File: src/rtl/cfgl_pkg.sv
package cfgl_pkg;

  typedef enum logic [3:0] {
    F_ID, F_ST0, F_REF, F_WEN, F_CLR, F_POLL, F_PROG, F_WDIS, F_STF
  } frame_e;

  typedef enum logic [1:0] {S_IDLE, S_FRAME, S_GAP, S_WAIT} seq_e;

  localparam logic [7:0] OP_ID      = 8'h07;
  localparam logic [7:0] OP_STAT    = 8'h09;
  localparam logic [7:0] OP_REFRESH = 8'h71;
  localparam logic [7:0] OP_WREN    = 8'h4A;
  localparam logic [7:0] OP_CLEAR   = 8'h70;
  localparam logic [7:0] OP_PROG    = 8'h41;
  localparam logic [7:0] OP_WRDIS   = 8'h4F;

  localparam logic [31:0] DEV_ID_A     = 32'hC208_8080;
  localparam logic [31:0] DEV_ID_B     = 32'hC204_8080;
  localparam logic [31:0] ST_CLEARED   = 32'h0001_0000;
  localparam logic [31:0] ST_DONE_MASK = 32'h0000_4000;

  localparam logic [2:0] ERR_NONE = 3'd0;
  localparam logic [2:0] ERR_LEN  = 3'd1;
  localparam logic [2:0] ERR_ID   = 3'd2;
  localparam logic [2:0] ERR_TMO  = 3'd3;
  localparam logic [2:0] ERR_DONE = 3'd4;

endpackage

File: src/rtl/cfgl_spi_byte.sv
module cfgl_spi_byte #(
  parameter int CLK_DIV = 4
) (
  input  logic       clk,
  input  logic       rst_n,
  input  logic       go,
  input  logic [7:0] tx_byte,
  input  logic       miso,
  output logic       sclk,
  output logic       mosi,
  output logic [7:0] rx_byte,
  output logic       done
);
  localparam int DIV_W = $clog2(CLK_DIV + 1);

  logic             active;
  logic             sclk_q;
  logic [7:0]       shreg;
  logic [7:0]       rxreg;
  logic [2:0]       bitn;
  logic [DIV_W-1:0] div_cnt;
  logic             done_q;
  logic             half_end;

  assign half_end = active && (div_cnt == DIV_W'(CLK_DIV - 1));

  always_ff @(posedge clk or negedge rst_n) begin
    if (!rst_n) begin
      active  <= 1'b0;
      sclk_q  <= 1'b0;
      shreg   <= '0;
      rxreg   <= '0;
      bitn    <= '0;
      div_cnt <= '0;
      done_q  <= 1'b0;
    end else begin
      done_q <= 1'b0;
      if (!active) begin
        if (go) begin
          active  <= 1'b1;
          shreg   <= tx_byte;
          bitn    <= '0;
          div_cnt <= '0;
          sclk_q  <= 1'b0;
        end
      end else if (half_end) begin
        div_cnt <= '0;
        if (!sclk_q) begin
          sclk_q <= 1'b1;
          rxreg  <= {rxreg[6:0], miso};
        end else begin
          sclk_q <= 1'b0;
          if (bitn == 3'd7) begin
            active <= 1'b0;
            done_q <= 1'b1;
          end else begin
            bitn  <= bitn + 3'd1;
            shreg <= {shreg[6:0], 1'b0};
          end
        end
      end else begin
        div_cnt <= div_cnt + DIV_W'(1);
      end
    end
  end

  assign sclk    = sclk_q;
  assign mosi    = shreg[7];
  assign rx_byte = rxreg;
  assign done    = done_q;

  AST_MOSI_HOLD_HIGH: assert property (@(posedge clk) disable iff (!rst_n)
    (sclk_q && $past(sclk_q)) |-> $stable(mosi));

  AST_ONE_BYTE_AT_A_TIME: assert property (@(posedge clk) disable iff (!rst_n)
    done |-> !active);

endmodule

File: src/rtl/cfgl_tick.sv
module cfgl_tick #(
  parameter int TICK_CYCLES = 500000
) (
  input  logic clk,
  input  logic rst_n,
  input  logic start,
  output logic expire
);
  localparam int TW = $clog2(TICK_CYCLES + 1);

  logic          running;
  logic [TW-1:0] cnt;
  logic          expire_q;

  always_ff @(posedge clk or negedge rst_n) begin
    if (!rst_n) begin
      running  <= 1'b0;
      cnt      <= '0;
      expire_q <= 1'b0;
    end else begin
      expire_q <= 1'b0;
      if (start) begin
        running <= 1'b1;
        cnt     <= '0;
      end else if (running) begin
        if (cnt == TW'(TICK_CYCLES - 1)) begin
          running  <= 1'b0;
          expire_q <= 1'b1;
        end else begin
          cnt <= cnt + TW'(1);
        end
      end
    end
  end

  assign expire = expire_q;

  AST_TICK_FROM_RUN: assert property (@(posedge clk) disable iff (!rst_n)
    expire |-> !running);

endmodule

File: src/rtl/cfgl_loader.sv
module cfgl_loader
  import cfgl_pkg::*;
#(
  parameter int CLK_DIV     = 4,
  parameter int TICK_CYCLES = 500000,
  parameter int MAX_POLLS   = 500,
  parameter int LEN_W       = 24
) (
  input  logic             clk,
  input  logic             rst_n,
  input  logic             start,
  input  logic [LEN_W-1:0] bs_len,
  input  logic [7:0]       bs_data,
  input  logic             bs_valid,
  output logic             bs_ready,
  input  logic             spi_miso,
  output logic             spi_sclk,
  output logic             spi_mosi,
  output logic             spi_cs_n,
  output logic             busy,
  output logic             success,
  output logic [2:0]       err_code
);
  localparam int FLEN_W  = LEN_W + 1;
  localparam int GAP_CYC = 2 * CLK_DIV;
  localparam int GAP_W   = $clog2(GAP_CYC + 1);
  localparam int PC_W    = $clog2(MAX_POLLS + 1);

  // ---- frame arithmetic ----
  function automatic logic [FLEN_W-1:0] frame_len(frame_e f, logic [LEN_W-1:0] n);
    case (f)
      F_ID, F_ST0, F_POLL, F_STF: return FLEN_W'(8);
      F_PROG:                     return FLEN_W'(n) + FLEN_W'(8);
      default:                    return FLEN_W'(4);
    endcase
  endfunction

  function automatic logic [7:0] opcode_of(frame_e f);
    case (f)
      F_ID:    return OP_ID;
      F_REF:   return OP_REFRESH;
      F_WEN:   return OP_WREN;
      F_CLR:   return OP_CLEAR;
      F_PROG:  return OP_PROG;
      F_WDIS:  return OP_WRDIS;
      default: return OP_STAT;
    endcase
  endfunction

  function automatic logic is_data_byte(frame_e f, logic [FLEN_W-1:0] idx,
                                        logic [LEN_W-1:0] n);
    return (f == F_PROG) && (idx >= FLEN_W'(4)) && (idx < FLEN_W'(n) + FLEN_W'(4));
  endfunction

  function automatic logic [7:0] frame_byte(frame_e f, logic [FLEN_W-1:0] idx,
                                            logic [LEN_W-1:0] n, logic [7:0] d);
    if (idx == '0)                    return opcode_of(f);
    if (f != F_PROG)                  return 8'h00;
    if (idx < FLEN_W'(4))             return 8'hFF;
    if (is_data_byte(f, idx, n))      return d;
    return 8'h00;
  endfunction

  function automatic logic id_ok(logic [31:0] w);
    return (w == DEV_ID_A) || (w == DEV_ID_B);
  endfunction

  function automatic frame_e next_after(frame_e f);
    case (f)
      F_ST0:   return F_REF;
      F_REF:   return F_WEN;
      F_WEN:   return F_CLR;
      F_CLR:   return F_POLL;
      F_PROG:  return F_WDIS;
      F_WDIS:  return F_STF;
      default: return F_ID;
    endcase
  endfunction

  // ---- state ----
  seq_e              st;
  frame_e            fr;
  logic [FLEN_W-1:0] byte_idx;
  logic              inflight;
  logic [31:0]       word;
  logic [PC_W-1:0]   poll_cnt;
  logic [GAP_W-1:0]  gap_cnt;
  logic [LEN_W-1:0]  len_q;
  logic              busy_q;
  logic              ok_q;
  logic [2:0]        err_q;

  // ---- named internal events ----
  logic        frame_active;
  logic        need_data;
  logic        byte_go;
  logic        byte_done;
  logic        frame_last;
  logic        frame_end;
  logic        prog_stall;
  logic        tick_start;
  logic        tick_expire;
  logic [7:0]  tx_byte;
  logic [7:0]  rx_byte;
  logic [31:0] word_next;

  assign frame_active = (st == S_FRAME);
  assign need_data    = is_data_byte(fr, byte_idx, len_q);
  assign byte_go      = frame_active && !inflight && (!need_data || bs_valid);
  assign prog_stall   = frame_active && !inflight && need_data && !bs_valid;
  assign bs_ready     = frame_active && !inflight && need_data;
  assign tx_byte      = frame_byte(fr, byte_idx, len_q, bs_data);
  assign word_next    = {word[23:0], rx_byte};
  assign frame_last   = (byte_idx == frame_len(fr, len_q) - FLEN_W'(1));
  assign frame_end    = byte_done && frame_last;
  assign tick_start   = frame_end && (fr == F_POLL) && (word_next != ST_CLEARED)
                        && (poll_cnt != PC_W'(MAX_POLLS - 1));

  cfgl_spi_byte #(.CLK_DIV(CLK_DIV)) u_byte (
    .clk     (clk),
    .rst_n   (rst_n),
    .go      (byte_go),
    .tx_byte (tx_byte),
    .miso    (spi_miso),
    .sclk    (spi_sclk),
    .mosi    (spi_mosi),
    .rx_byte (rx_byte),
    .done    (byte_done)
  );

  cfgl_tick #(.TICK_CYCLES(TICK_CYCLES)) u_tick (
    .clk    (clk),
    .rst_n  (rst_n),
    .start  (tick_start),
    .expire (tick_expire)
  );

  always_ff @(posedge clk or negedge rst_n) begin
    if (!rst_n) begin
      st       <= S_IDLE;
      fr       <= F_ID;
      byte_idx <= '0;
      inflight <= 1'b0;
      word     <= '0;
      poll_cnt <= '0;
      gap_cnt  <= '0;
      len_q    <= '0;
      busy_q   <= 1'b0;
      ok_q     <= 1'b0;
      err_q    <= ERR_NONE;
    end else begin
      if (byte_go) inflight <= 1'b1;
      if (byte_done) begin
        inflight <= 1'b0;
        word     <= word_next;
        byte_idx <= byte_idx + FLEN_W'(1);
      end
      case (st)
        S_IDLE: begin
          if (start) begin
            ok_q <= 1'b0;
            if (bs_len == '0) begin
              err_q <= ERR_LEN;
            end else begin
              err_q    <= ERR_NONE;
              busy_q   <= 1'b1;
              len_q    <= bs_len;
              fr       <= F_ID;
              byte_idx <= '0;
              st       <= S_FRAME;
            end
          end
        end
        S_FRAME: begin
          if (frame_end) begin
            byte_idx <= '0;
            gap_cnt  <= '0;
            case (fr)
              F_ID: begin
                if (id_ok(word_next)) begin
                  fr <= F_ST0;
                  st <= S_GAP;
                end else begin
                  st     <= S_IDLE;
                  busy_q <= 1'b0;
                  err_q  <= ERR_ID;
                end
              end
              F_POLL: begin
                if (word_next == ST_CLEARED) begin
                  fr <= F_PROG;
                  st <= S_GAP;
                end else if (poll_cnt == PC_W'(MAX_POLLS - 1)) begin
                  st     <= S_IDLE;
                  busy_q <= 1'b0;
                  err_q  <= ERR_TMO;
                end else begin
                  poll_cnt <= poll_cnt + PC_W'(1);
                  st       <= S_WAIT;
                end
              end
              F_STF: begin
                st     <= S_IDLE;
                busy_q <= 1'b0;
                if ((word_next & ST_DONE_MASK) != '0) ok_q <= 1'b1;
                else                                  err_q <= ERR_DONE;
              end
              default: begin
                if (fr == F_CLR) poll_cnt <= '0;
                fr <= next_after(fr);
                st <= S_GAP;
              end
            endcase
          end
        end
        S_GAP: begin
          if (gap_cnt == GAP_W'(GAP_CYC - 1)) st <= S_FRAME;
          else                                gap_cnt <= gap_cnt + GAP_W'(1);
        end
        S_WAIT: begin
          if (tick_expire) st <= S_FRAME;
        end
        default: st <= S_IDLE;
      endcase
    end
  end

  assign spi_cs_n = !frame_active;
  assign busy     = busy_q;
  assign success  = ok_q;
  assign err_code = err_q;

  AST_NO_TRAFFIC_ZERO_LEN: assert property (@(posedge clk) disable iff (!rst_n)
    (start && !busy && bs_len == '0) |=> (spi_cs_n && !busy && err_code == ERR_LEN));

  AST_SCLK_IDLE_LOW: assert property (@(posedge clk) disable iff (!rst_n)
    spi_cs_n |-> !spi_sclk);

  AST_STALL_HOLDS_LINK: assert property (@(posedge clk) disable iff (!rst_n)
    prog_stall |=> ($stable(spi_sclk) && !spi_cs_n));

  AST_READY_ONLY_IN_PROG: assert property (@(posedge clk) disable iff (!rst_n)
    bs_ready |-> (fr == F_PROG && !spi_cs_n));

  AST_RESULT_ONE_HOT: assert property (@(posedge clk) disable iff (!rst_n)
    $fell(busy) |-> (success != (err_code != ERR_NONE)));

  AST_RESULT_HOLD: assert property (@(posedge clk) disable iff (!rst_n)
    (!busy && !start) |=> ($stable(success) && $stable(err_code)));

endmodule

File: config.mk
export PLATFORM = sky130hd
export DESIGN_NAME = cfgl_loader
export DESIGN_NICKNAME = d
export VERILOG_FILES = /design/src/rtl/cfgl_pkg.sv /design/src/rtl/cfgl_spi_byte.sv /design/src/rtl/cfgl_tick.sv /design/src/rtl/cfgl_loader.sv
export SDC_FILE = /design/constraint.sdc
export NUM_CORES = 1
export LEC_CHECK = 0
export ABC_CLOCK_PERIOD_IN_PS = 12090
export BUFFER_PORTS_ARGS = -buffer_cell sky130_fd_sc_hd__buf_2
export CAP_MARGIN = 30
export CORE_MARGIN = 2
export CORE_UTILIZATION = 27
export CTS_CLUSTER_SIZE = 40
export DETAILED_ROUTE_END_ITERATION = 12
export PLACE_DENSITY = 0.52
export REMOVE_ABC_BUFFERS = 1
export SKIP_CTS_REPAIR_TIMING = 1
export SLEW_MARGIN = 0
export SYNTH_ARGS = -nofsm -noshare
export SYNTH_HDL_FRONTEND = slang
export SYNTH_SLANG_ARGS = --single-unit
export TNS_END_PERCENT = 1
File: constraint.sdc
create_clock -name clk -period 12.09 [get_ports clk]
set_clock_uncertainty 0.15 [all_clocks]
set_input_delay 2.418 -clock clk [delete_from_list [all_inputs] [get_ports clk]]
set_output_delay 2.418 -clock clk [all_outputs]
set_load 0.05 [all_outputs]
**Word level (Yosys, flattened, before mapping)**

Index checks and enable logic that the tools add are counted.

- Logic and storage cells: 228
- Register bits after elaboration: 144
- Bits of input ports: 37

- Muxes and demuxes: 108
- Eq/ne operators: 45
- Reductions and logical operators: 39
- Bitwise operators: 3
- $lt $le $gt $ge: 3
- Add/sub/neg operators: 9

Operator list:

| operator | number |
|---|---|
| $mux W8 | 13 |
| $mux W25 | 4 |
| $pmux W25 S2 | 2 |
| $eq A32 B32 Y1 const B | 2 |
| $mux W19 | 3 |
| $mux W1 | 42 |
| $pmux W7 S6 | 1 |
| $mux W3 | 13 |
| $eq A32 B17 Y1 const B | 1 |
| $ne A32 B17 Y1 const B | 1 |
| $mux W4 | 7 |
| $mux W9 | 3 |
| $add A24 B3 Y25 const B | 1 |
| $add A24 B4 Y25 const B | 1 |
| $add A25 B1 Y25 const B | 1 |
| $eq A25 B25 Y1 | 1 |
| $ge A25 B3 Y1 const B | 1 |
| $logic_not A25 Y1 | 1 |
| $lt A25 B25 Y1 | 1 |
| $lt A25 B3 Y1 const B | 1 |
| $sub A25 B1 Y25 const B | 1 |
| $logic_not A24 Y1 | 1 |
| $ne A2 B2 Y1 const B | 12 |
| $pmux W4 S6 | 1 |
| 46 further kinds | 92 |

**Logic depth before layout (Yosys ltp)**

- Word-level depth: 14
- Gate-level depth with buffers: 19
- Depth with buffers taken out: 17

**Hierarchy**

A second synthesis with hierarchy kept.

- Cells, all modules: 1059
- Area, all modules: 10025.9 µm²

Modules (own cells, without submodules):

| module | times used | area an instance (µm²) | cells each |
|---|---|---|---|
| cfgl_loader | 1 | 7642.3 | 851 |
| cfgl_tick | 1 | 1241.2 | 124 |
| cfgl_spi_byte | 1 | 1142.3 | 84 |

**Worst setup path before layout**

OpenSTA, ideal clock, no wires.

- Path type: register to output
- Start: reg len_q[10]
- End: out bs_ready
- Buffers on the path: 2
- Cell stages (with the launch flop): 16
- Slack: 6.225 ns
- Arrival time: 3.297 ns
- Cell sequence: dfrtp_1 clkbuf_1 nand3_1 nor3_1 nand2_1 nor2_1 xnor2_1 ha_1 a21oi_1 nor2b_1 o21ai_0 nand2_1 nor3_1 o211a_1 clkbuf_1 and3_1

- Word-level cells in the longest chain between the ends: 4

Ends and longest elaborated chain:

| item | line | text |
|---|---|---|
| start: declaration | cfgl_loader.sv:88 | `logic [LEN_W-1:0] len_q;` |
| start signal: assignment | cfgl_loader.sv:167 | `len_q <= bs_len;` |
| $add A24 B3 Y25 | cfgl_loader.sv:52 | `return (f == F_PROG) && (idx >= FLEN_W'(4)) && (idx < FLEN_W'(n) + FLEN_W'(4));` |
| $lt A25 B25 Y1 | cfgl_loader.sv:52 |  |
| $logic_and A1 B1 Y1 | cfgl_loader.sv:52 |  |
| $logic_and A1 B1 Y1 | cfgl_loader.sv:111 | `assign bs_ready = frame_active && !inflight && need_data;` |
| end: declaration | cfgl_loader.sv:15 | `output logic bs_ready,` |

Every way passes these cells.

**Final worst setup path**

- Start: reg len_q[2]
- End: out bs_ready

The elaborated chain is that of the path after synthesis.

==> flow_metrics.env <==
export IMPL_die_height_um=194.7
export IMPL_num_rows=69
export IMPL_num_io_pins=46
export IMPL_grt_overflow_total=0
export IMPL_ys_warn_count=0
export IMPL_critPathKind="reg -> out"
export IMPL_synth_area_leaders="dfrtp_1 (37%), mux2_2 (7.2%), xnor2_1 (4.7%)"
export IMPL_dp_slack_ns=5.423
export IMPL_p_sw_uw=424.1
export IMPL_dr_pass1_iters=5
export IMPL_use_met3=0.02048
export IMPL_synthArstFlopShare=1.000
export IMPL_fmax_mhz=140.5
export IMPL_fin_crit_ns=7.119
export IMPL_dieArea_um2=37910
export IMPL_relSlewSlack=0.2808
export IMPL_drive_above_1_share=0.1500
export IMPL_start_kind="flop"
export IMPL_finalSetupViolCount=0
export IMPL_crit_chain="ha_1, nand3_1, nor3_1, nand2_1, nor2_1, xnor2_1, ha_1, a21oi_1, nor2b_1, o21ai_0, nand2_1, nor3_1, o211a_1, and3_1, buf_2"
export IMPL_hp_class="reg -> reg"
export IMPL_yosysTopAreaCell="dfrtp_1"
export IMPL_setup_slack_ns=4.971
export IMPL_portBuffers=45
export IMPL_finalHoldViolations=0
export IMPL_vdd_drop_max_mv=0.1198
export IMPL_initial_utilization=0.2754
export IMPL_vias=8119
export IMPL_ctsRootBufferMaster="clkbuf_16"
export IMPL_cp_required_ns=9.52
export IMPL_rsz0062_at_grt="false"
export IMPL_grt_use_total=0.1458
export IMPL_grt_pass1_vias=7824
export IMPL_numCtsBuffers=17
export IMPL_synthFlopType="dfrtp_1"
export IMPL_clkPwrFrac=0.393
export IMPL_wire_per_inst_um=17.24
export IMPL_grtUsageMet1=0.1940
export IMPL_timing_rr_start="fr[0]"
export IMPL_startpoint="len_q[2]"
export IMPL_switching_share=0.3009
export IMPL_setup_tns_ns=0
export IMPL_internal_power_uw=985.6
export IMPL_drtIter0Drc=410
export IMPL_antenna_found_initial=0
export IMPL_crit_arrival_ns=4.55
export IMPL_end_kind="output pin"
export IMPL_die_x_um=194.7
export IMPL_grtUsageMet2=0.2440
export IMPL_dpl_hpwl_mm=19.92
export IMPL_area_growth_pct=12.50
export IMPL_maxSlewViolCount=0
export IMPL_ctsHtreeMaxLevel=4
export IMPL_synth_top_area_share=0.3669
export IMPL_power_leakage_uw=0.004689
export IMPL_vias_per_cell=5.178
export IMPL_wirelength_mm=27.04
export IMPL_synth_cell_types=78
export IMPL_synth_cells=1080
export IMPL_grt_pass1_wl_mm=44.02
export IMPL_clock_latency_ns=0.43
export IMPL_drtAntennaViolNets=0
export IMPL_grt_busiest_layer="met2"
export IMPL_cp_slowest_stage_delay_ns=0.64
export IMPL_p_per_area_nw_per_um2=127.6
export IMPL_core_area_um2=35660
export IMPL_fin_crit_sh=0.5888
export IMPL_diodes=0
export IMPL_fin_nets=1167
export IMPL_maxCapViolations=0
export IMPL_grt_max_degree=75
export IMPL_cts_tree="done"
export IMPL_critPathBufInv=1
export IMPL_critPathSlowestCell="dfrtp_1"
export IMPL_comb_power_share=0.184
export IMPL_status="complete, no violations"
export IMPL_path_max_fanout=13
export IMPL_clock_sinks=144
export IMPL_place_gp_congestion=0.8456
export IMPL_worst_pin_slew_ns=1.069
export IMPL_avgSynthCellArea_um2=9.093
export IMPL_clkTransAtPathRegs_ns=0.07
export IMPL_netlist_area_um2=9821
export IMPL_ctsLongestPathBuffers=2
export IMPL_synth_edff_count=0
export IMPL_crit_family="simple AND/OR/NAND/NOR gates"
export IMPL_seq_area_frac_synth=0.3669
export IMPL_seq_power_share=0.423
export IMPL_ys_ff_latch=144
export IMPL_drc=0
export IMPL_min_from="u_byte.div_cnt[1]"
-- layout by cell type (no fill, tap or decap), types with 7 or more instances in the layout --
master / n
dfrtp_1: 144
a31oi_1: 9
or3_1: 13
o31ai_1: 11
nor2_1: 116
mux2_2: 63
nand2b_1: 19
and3_1: 21
nor4_1: 37
nand3_1: 54
mux2i_1: 10
buf_2: 45
a21oi_1: 23
xnor2_1: 53
nor3_1: 28
nor4b_1: 7
o21ai_1: 15
nand2_1: 75
o211ai_1: 16
and2_1: 13
o21a_1: 7
nand4_1: 31
a21o_1: 15
inv_1: 30
clkbuf_16: 17
nor2b_1: 8
ha_1: 35
xor2_1: 46
o21ai_0: 27
-- power by group through the flow --
stage          Combinational [uW]  Clock (uW)  Sequential (uW)
4_1_cts                       262         564              596
5_1_grt                       294         583              606
6_report                      260         554              596
3_5_place_dp                  260           0              605
2_1_floorplan                 179           0              596
3_3_place_gp                  256           0              603
-- area by class of cell --
class / instances / area, um2
sequential: 144 / 3603
fill: 3746 / 24610
clock buffer: 22 / 474.2
tap: 461 / 576.8
timing repair buffer: 52 / 281.5
multi-input combinational: 850 / 5868
inverter: 30 / 112.6
clock inverter: 9 / 131.4
-- worst reg2reg max path, stage by stage (launching register included) --
cell	delay, ns
dfrtp_1	0.68
nand4bb_1	0.50
buf_4	0.33
nor2_1	0.06
mux2i_1	0.48
o211ai_1	0.45
nand3b_1	0.35
or4b_1	0.61
a2111oi_2	0.35
o2111ai_1	0.30
or4_1	0.78
or2_0	0.50
o31ai_2	0.28
-- cells in the mapped netlist (5+ instances only) --
| cell | count |
|---|---|
| a21oi_1 | 23 |
| mux2_2 | 63 |
| inv_1 | 30 |
| nand4_1 | 31 |
| nand2_1 | 75 |
| and4_1 | 6 |
| o31ai_1 | 11 |
| nor4_1 | 37 |
| o211ai_1 | 16 |
| a21o_1 | 15 |
| o21ai_1 | 15 |
| nor3_1 | 28 |
| mux2i_1 | 10 |
| a211o_1 | 5 |
| nor2_1 | 116 |
| nor3b_1 | 5 |
| xor2_1 | 46 |
| nor2b_1 | 8 |
| ha_1 | 35 |
| a31oi_1 | 9 |
| nor4b_1 | 7 |
| and3_1 | 21 |
| a211oi_1 | 6 |
| o21a_1 | 7 |
| dfrtp_1 | 144 |
| buf_2 | 15 |
| clkbuf_1 | 37 |
| nand3_1 | 54 |
| and2_1 | 13 |
| xnor2_1 | 53 |
| o21ai_0 | 27 |
| or2_2 | 5 |
| nand2b_1 | 19 |
| or3_1 | 13 |
-- final timing paths --
check | cells past startpoint | endpoint | slack [ns]
worst max-delay path | 15 | bs_ready | 4.97
worst min-delay path | 1 | u_byte.div_cnt[1] | 0.35
worst max register to register | 12 | poll_cnt[5] | 6.17
worst min register to register | 1 | u_byte.div_cnt[1] | 0.35
max in group asynchronous | 2 | gap_cnt[0] | 8.53
min in group asynchronous | 1 | len_q[7] | 1.87
-- through the flow --
step	total power, uW	hold WS [ns]	instances	util	cell area, um2
finish	1410	0.3521	1568	0.3099	11050
global route	1483	0.3784	1568	0.3099	11050
CTS	1423	0.3558	1568	0.3099	11050
detailed placement	865.1	0.3325	1537	0.2929	10440
global placement	859.2	0.3243	1536	0.2927	10440
floorplan	774.8	0.3096	1024	-	9584
-- sequential cells by signal (all words and copies together) (netlist names), 2 cells and up --
name            cells
byte_idx           25
err_code            3
fr                  4
gap_cnt             4
len_q              24
poll_cnt            9
st                  2
u_byte.bitn         3
u_byte.div_cnt      3
u_byte.rx_byte      8
u_byte.shreg        8
u_tick.cnt         19
word               24
-- per-layer routing --
layer	wire length, um	vias to the layer above
li1	-	3964
met5	0	-
met2	13100	125
met1	12650	3999
met3	706	31
met4	583	0
-- kinds of logic after synthesis --
logic type / after synthesis / share of synthesized area
adder cells (fa/ha/maj): 35 / 0.04459
multiplexers: 74 / 0.08358
buffers and inverters: 86 / 0.03555
AND/OR/NAND/NOR: 469 / 0.2566
flip-flops: 144 / 0.3669
XOR/XNOR: 100 / 0.09059
AO/OA/AOI/OAI: 172 / 0.1222
(Power assumes the default switching activity.)
